### src/rtl/spi_cfg_pkg.sv
package spi_cfg_pkg;
  localparam int unsigned FRAME_BITS = 32;

  typedef enum logic [2:0] {
    ST_IDLE,
    ST_FETCH,
    ST_LATCH,
    ST_SHIFT,
    ST_GAP,
    ST_DONE
  } seq_state_e;

  typedef struct packed {
    logic [7:0]  tgt_sel;
    logic [15:0] instr;
    logic [7:0]  wdata;
  } cfg_entry_t;
endpackage

### src/rtl/spi_sclk_gen.sv
module spi_sclk_gen #(
  parameter int unsigned CLK_DIV = 8
) (
  input  logic clk_i,
  input  logic rst_ni,
  input  logic en_i,
  output logic rise_o,
  output logic fall_o
);
  localparam int unsigned HALF  = CLK_DIV / 2;
  localparam int unsigned CNT_W = (CLK_DIV > 2) ? $clog2(CLK_DIV) : 1;

  logic [CNT_W-1:0] cnt_q;

  always_ff @(posedge clk_i or negedge rst_ni) begin
    if (!rst_ni)                         cnt_q <= '0;
    else if (!en_i)                      cnt_q <= '0;
    else if (cnt_q == CNT_W'(CLK_DIV-1)) cnt_q <= '0;
    else                                 cnt_q <= cnt_q + 1'b1;
  end

  assign rise_o = en_i && (cnt_q == CNT_W'(HALF-1));
  assign fall_o = en_i && (cnt_q == CNT_W'(CLK_DIV-1));
endmodule

### src/rtl/spi_frame_shifter.sv
module spi_frame_shifter #(
  parameter int unsigned FRAME_BITS = spi_cfg_pkg::FRAME_BITS
) (
  input  logic                  clk_i,
  input  logic                  rst_ni,
  input  logic                  load_i,
  input  logic [FRAME_BITS-1:0] word_i,
  input  logic                  rise_i,
  input  logic                  fall_i,
  output logic                  active_o,
  output logic                  fin_o,
  output logic                  sclk_o,
  output logic                  cs_no,
  output logic                  mosi_o
);
  localparam int unsigned BIT_W = $clog2(FRAME_BITS);

  logic [FRAME_BITS-1:0] sr_q;
  logic [BIT_W-1:0]      bit_q;

  always_ff @(posedge clk_i or negedge rst_ni) begin
    if (!rst_ni) begin
      sr_q     <= '0;
      bit_q    <= '0;
      active_o <= 1'b0;
      fin_o    <= 1'b0;
      sclk_o   <= 1'b0;
      cs_no    <= 1'b1;
    end else begin
      fin_o <= 1'b0;
      if (load_i && !active_o) begin
        sr_q     <= word_i;
        bit_q    <= '0;
        active_o <= 1'b1;
        cs_no    <= 1'b0;
        sclk_o   <= 1'b0;
      end else if (active_o) begin
        if (rise_i) sclk_o <= 1'b1;
        if (fall_i) begin
          sclk_o <= 1'b0;
          if (bit_q == BIT_W'(FRAME_BITS-1)) begin
            active_o <= 1'b0;
            cs_no    <= 1'b1;
            fin_o    <= 1'b1;
            sr_q     <= '0;
          end else begin
            // next bit appears with the falling edge
            sr_q  <= {sr_q[FRAME_BITS-2:0], 1'b0};
            bit_q <= bit_q + 1'b1;
          end
        end
      end
    end
  end

  assign mosi_o = sr_q[FRAME_BITS-1];
endmodule

### src/rtl/cfg_seq_ctrl.sv
module cfg_seq_ctrl
  import spi_cfg_pkg::*;
#(
  parameter int unsigned ROM_AW    = 4,
  parameter int unsigned N_ENTRIES = 16,
  parameter int unsigned GAP_CYC   = 16
) (
  input  logic                  clk_i,
  input  logic                  rst_ni,
  input  logic                  start_i,
  input  logic [FRAME_BITS-1:0] rom_data_i,
  input  logic                  fin_i,
  output logic [ROM_AW-1:0]     rom_addr_o,
  output logic                  rom_ce_o,
  output logic                  load_o,
  output logic [FRAME_BITS-1:0] word_o,
  output logic                  done_o
);
  localparam int unsigned GAP_W = $clog2(GAP_CYC + 1);
  localparam logic [ROM_AW-1:0] LAST_IDX = ROM_AW'(N_ENTRIES - 1);

  seq_state_e       state_q;
  logic [ROM_AW-1:0] idx_q;
  logic [GAP_W-1:0]  gap_q;
  cfg_entry_t        entry;
  logic              is_end;

  assign entry  = cfg_entry_t'(rom_data_i);
  assign is_end = &entry;

  always_ff @(posedge clk_i or negedge rst_ni) begin
    if (!rst_ni) begin
      state_q <= ST_IDLE;
      idx_q   <= '0;
      gap_q   <= '0;
      done_o  <= 1'b0;
    end else begin
      unique case (state_q)
        ST_IDLE, ST_DONE: begin
          if (start_i) begin
            idx_q   <= '0;
            done_o  <= 1'b0;
            state_q <= ST_FETCH;
          end
        end
        ST_FETCH: state_q <= ST_LATCH;
        ST_LATCH: begin
          if (is_end) begin
            done_o  <= 1'b1;
            state_q <= ST_DONE;
          end else begin
            state_q <= ST_SHIFT;
          end
        end
        ST_SHIFT: begin
          if (fin_i) begin
            if (idx_q == LAST_IDX) begin
              done_o  <= 1'b1;
              state_q <= ST_DONE;
            end else begin
              idx_q   <= idx_q + 1'b1;
              gap_q   <= '0;
              state_q <= ST_GAP;
            end
          end
        end
        ST_GAP: begin
          gap_q <= gap_q + 1'b1;
          if (gap_q == GAP_W'(GAP_CYC - 1)) state_q <= ST_FETCH;
        end
        default: state_q <= ST_IDLE;
      endcase
    end
  end

  assign rom_addr_o = idx_q;
  assign rom_ce_o   = (state_q == ST_FETCH);
  assign load_o     = (state_q == ST_LATCH) && !is_end;
  assign word_o     = {entry.tgt_sel, entry.instr, entry.wdata};
endmodule

### src/rtl/spi_cfg_seq.sv
module spi_cfg_seq
  import spi_cfg_pkg::*;
#(
  parameter int unsigned ROM_AW    = 4,
  parameter int unsigned N_ENTRIES = 16,
  parameter int unsigned CLK_DIV   = 8,
  parameter int unsigned CS_GAP    = 2
) (
  input  logic                  clk_i,
  input  logic                  rst_ni,
  input  logic                  start_i,
  output logic                  done_o,
  output logic [ROM_AW-1:0]     rom_addr_o,
  output logic                  rom_ce_o,
  input  logic [FRAME_BITS-1:0] rom_data_i,
  output logic                  spi_sclk_o,
  output logic                  spi_cs_no,
  output logic                  spi_mosi_o,
  input  logic                  spi_miso_i
);
  localparam int unsigned GAP_CYC = CS_GAP * CLK_DIV;

  logic                  rise, fall, active, fin, load;
  logic [FRAME_BITS-1:0] word;
  logic                  unused_miso;

  assign unused_miso = spi_miso_i;

  spi_sclk_gen #(.CLK_DIV(CLK_DIV)) u_clk (
    .clk_i  (clk_i),
    .rst_ni (rst_ni),
    .en_i   (active),
    .rise_o (rise),
    .fall_o (fall)
  );

  spi_frame_shifter #(.FRAME_BITS(FRAME_BITS)) u_shift (
    .clk_i    (clk_i),
    .rst_ni   (rst_ni),
    .load_i   (load),
    .word_i   (word),
    .rise_i   (rise),
    .fall_i   (fall),
    .active_o (active),
    .fin_o    (fin),
    .sclk_o   (spi_sclk_o),
    .cs_no    (spi_cs_no),
    .mosi_o   (spi_mosi_o)
  );

  cfg_seq_ctrl #(
    .ROM_AW   (ROM_AW),
    .N_ENTRIES(N_ENTRIES),
    .GAP_CYC  (GAP_CYC)
  ) u_ctrl (
    .clk_i      (clk_i),
    .rst_ni     (rst_ni),
    .start_i    (start_i),
    .rom_data_i (rom_data_i),
    .fin_i      (fin),
    .rom_addr_o (rom_addr_o),
    .rom_ce_o   (rom_ce_o),
    .load_o     (load),
    .word_o     (word),
    .done_o     (done_o)
  );
endmodule

### config.mk
export PLATFORM = sky130hd
export DESIGN_NAME = spi_cfg_seq
export DESIGN_NICKNAME = d
export VERILOG_FILES = /design/src/rtl/spi_cfg_pkg.sv /design/src/rtl/spi_sclk_gen.sv /design/src/rtl/spi_frame_shifter.sv /design/src/rtl/cfg_seq_ctrl.sv /design/src/rtl/spi_cfg_seq.sv
export SDC_FILE = /design/constraint.sdc
export NUM_CORES = 1
export LEC_CHECK = 0
export ABC_CLOCK_PERIOD_IN_PS = 2110
export BUFFER_PORTS_ARGS = -buffer_cell sky130_fd_sc_hd__buf_2
export CORE_MARGIN = 4
export CORE_UTILIZATION = 40
export CTS_CLUSTER_SIZE = 12
export DETAILED_ROUTE_END_ITERATION = 7
export PLACE_DENSITY_LB_ADDON = 0.3
export SLEW_MARGIN = 20
export SYNTH_ARGS = -nofsm -noshare
export SYNTH_HDL_FRONTEND = slang
export SYNTH_SLANG_ARGS = --single-unit
### constraint.sdc
create_clock -name clk_i -period 2.11 [get_ports clk_i]
set_clock_uncertainty 0.05 [all_clocks]
set_input_delay 0.422 -clock clk_i [delete_from_list [all_inputs] [get_ports clk_i]]
set_output_delay 0.422 -clock clk_i [all_outputs]
set_load 0.02 [all_outputs]
==> reports/metrics.cfg <==
[run_status]
outcome = complete, no violations

[cells_and_area]
multi_input_area_sq_um = 1430
syn_to_final_growth_pct = 14.1
n_antenna_cell = 0
regArea_sq_um = 1430
fillerInstances = 729
fin_nets = 402
drive_gt1_frac = 0.218

[worst_setup_path]
arrival_ns = 2.08
r2r_slack_ns = 0.24
cpMostUsedCell = ha_1
worstReg2RegStart = u_shift.bit_q[0]
crit_family = simple AND/OR/NAND/NOR gates
cp.depth = 7
cp-endpoint = u_shift.bit_q[2]
startpoint = u_shift.bit_q[0]
crit_path_end_kind = flop
worst_r2r_endpoint = u_shift.bit_q[2]
cp_num_buf_inv = 0
path_class = flop to flop
r2r_cells = 7
cp_slowest_cell = dfrtp_1
start_kind = flop
crit_chain = ha_1, and3_1, ha_1, and3b_1, nand2_1, or2_2, o21ai_1
crit_path_max_incr_delay_ns = 0.41
crit_fanout = 5
worstPathRequired_ns = 2.31

[sta]
finalCritPeriodShare = 0.887
max_slew_margin = 0.668
tightest_slew_ns = 0.498
clock.fmax_ghz = 0.535
hold_viol = 0
final_period_minus_worst_setup_slack_ns = 1.87
rsz0062_at_grt = false
fin_tns_setup_ns = 0
maxSlewViolCount = 0
setup_viol = 0

[synthesis]
yosys_warnings = 0
synth_cell_type_count = 46
synthTopCellsByCount = 56 x dfrtp_1, 41 x inv_1, 40 x a21oi_1
async_reset_ff_frac = 1.00
ys_ff_latch = 57
synthesis.nets = 359
synth-main-ff-cell = dfrtp_1
syn_inst = 315
synth_top_cell_by_area = dfrtp_1
synthTopCellsByArea = dfrtp_1 44%, mux2i_1 10%, nor3b_1 7.6%, a21oi_1 6.3%, inv_1 4.9%
syn_area_per_cell_sq_um = 10.1
syn_area_sq_um = 3170
synth.most_common_cell = dfrtp_1
synth_edf_count = 0
synth.top_cell.area_share = 0.442
synth-seq-area-share = 0.450

[die]
initial_core_util = 0.410
rows = 32
dieArea_sq_um = 9420
die_h_um = 97.0
io-pin-count = 45
die_w_um = 97.0
fp.coreArea_sq_um = 7730

[cts]
clockBufferDepth = 2
cts_hold_buf = 0
cts_resized = 0
htree_levels = 3
clock_latency_ns = 0.33
cts_setup_buffers = 0
cts.sinks = 57
clkTransAtPathRegs_ns = 0.07
clk_root_buffer_cell = clkbuf_8
cts_buffers = 9
cts_tree = done

[global_route]
antenna_found_initial = 0
grt_pass1_vias = 2393
grt_pass1_wl_mm = 11.2
grt-ovfl-total = 0
grt_max_degree = 67
grt_usage = 0.143

[pwr]
powerDensity_nw_per_um2 = 746
ir_worst_vdd_uv = 287
p_leak_uw = 0.00190
power_uw = 2700

[hold_path]
holdCritPathClass = input port to async pin

[route]
vias = 2363
routed_wl_mm = 6.37
detail-route-antenna-nets = 0
firstDrtPassIters = 4
drt_first_iter_violations = 100
met2_length_mm = 3.05
via_per_inst = 5.08
highest_layer = met4
drt-met1-wl_mm = 3.02
route.detailed.drc = 0
avgRoutedWirePerCell_um = 13.7
wl_met3_um = 252

[placement]
hpwl_mm = 4.54
routabilityCongestion = 0.787
io_buffers = 43

[run]
cap_violations = 0

## metal layers
metal / vias up / global-route usage
met3: 6 / 0.0418
met2: 37 / 0.236
met1: 1138 / 0.186
met5: - / 0
li1: 1182 / -
met4: 0 / 0.0356
## cells in the final DEF (no fill, tap or decap), types with 3 or more instances in the layout
cell type / n
a21oi_1: 40
and3_1: 4
buf_2: 43
buf_4: 7
clkbuf_1: 3
clkbuf_8: 11
dfrtp_1: 56
ha_1: 8
inv_1: 41
mux2i_1: 32
nand2_1: 8
nand2b_1: 3
nand3_1: 11
nand4_1: 8
nor2_1: 4
nor3b_1: 32
o21ai_0: 13
## metrics by stage
stage                     instances  cell area, sq um  hold WS (ns)  setup slack, ns   util
after global routing            465              3620        0.0278            0.112  0.468
after global placement          449              3440         0.350            0.216  0.446
final                           465              3620       0.00225            0.239  0.468
after floorplan                 315              3170        0.0764            0.230      -
after detailed placement        449              3440         0.359            0.174  0.446
after CTS                       465              3620       0.00784            0.228  0.468
## cell type report
cell class / instances / area share
Timing Repair Buffer: 52 / 0.0851
Clock buffer: 14 / 0.0450
Sequential cell: 57 / 0.395
Clock inverter: 2 / 0.00346
Inverter: 41 / 0.0425
Tap cell: 102 / 0.0353
Multi-Input combinational cell: 197 / 0.394
## power by group
group | switching [uW] | internal [uW]
sequential | 122 | 1180
combinational | 252 | 230
clock | 423 | 490
## state kept, by name, indices dropped and copies added, names as in the netlist, 3 cells and up
register and count:
u_clk.cnt_q 3, u_ctrl.gap_q 5, u_ctrl.rom_addr_o 4, u_ctrl.state_q 3
u_shift.bit_q 5, u_shift.sr_q 32
## how the worst min path moves through the flow
stage                       from  slack, ns          endpoint  cells after the start
after floorplan           rst_ni       0.08    u_clk.cnt_q[0]                      0
after global routing      rst_ni       0.03   u_shift.sr_q[9]                      1
final                     rst_ni      0.002  u_shift.sr_q[10]                      1
after detailed placement  rst_ni       0.36   u_shift.sr_q[9]                      1
after CTS                 rst_ni      0.008   u_shift.sr_q[9]                      1
after global placement    rst_ni       0.35   u_shift.sr_q[9]                      1
## cells by family after synthesis
group | after synthesis | share of synthesized area
adder cells (fa/ha/maj) | 8 | 0.0316
buffers and inverters | 61 | 0.101
multiplexers | 32 | 0.101
flip-flops | 57 | 0.450
XOR/XNOR | 4 | 0.0110
AND/OR/NAND/NOR | 85 | 0.185
AO/OA/AOI/OAI | 68 | 0.120
Note: power is estimated with default switching activity, not from simulation.
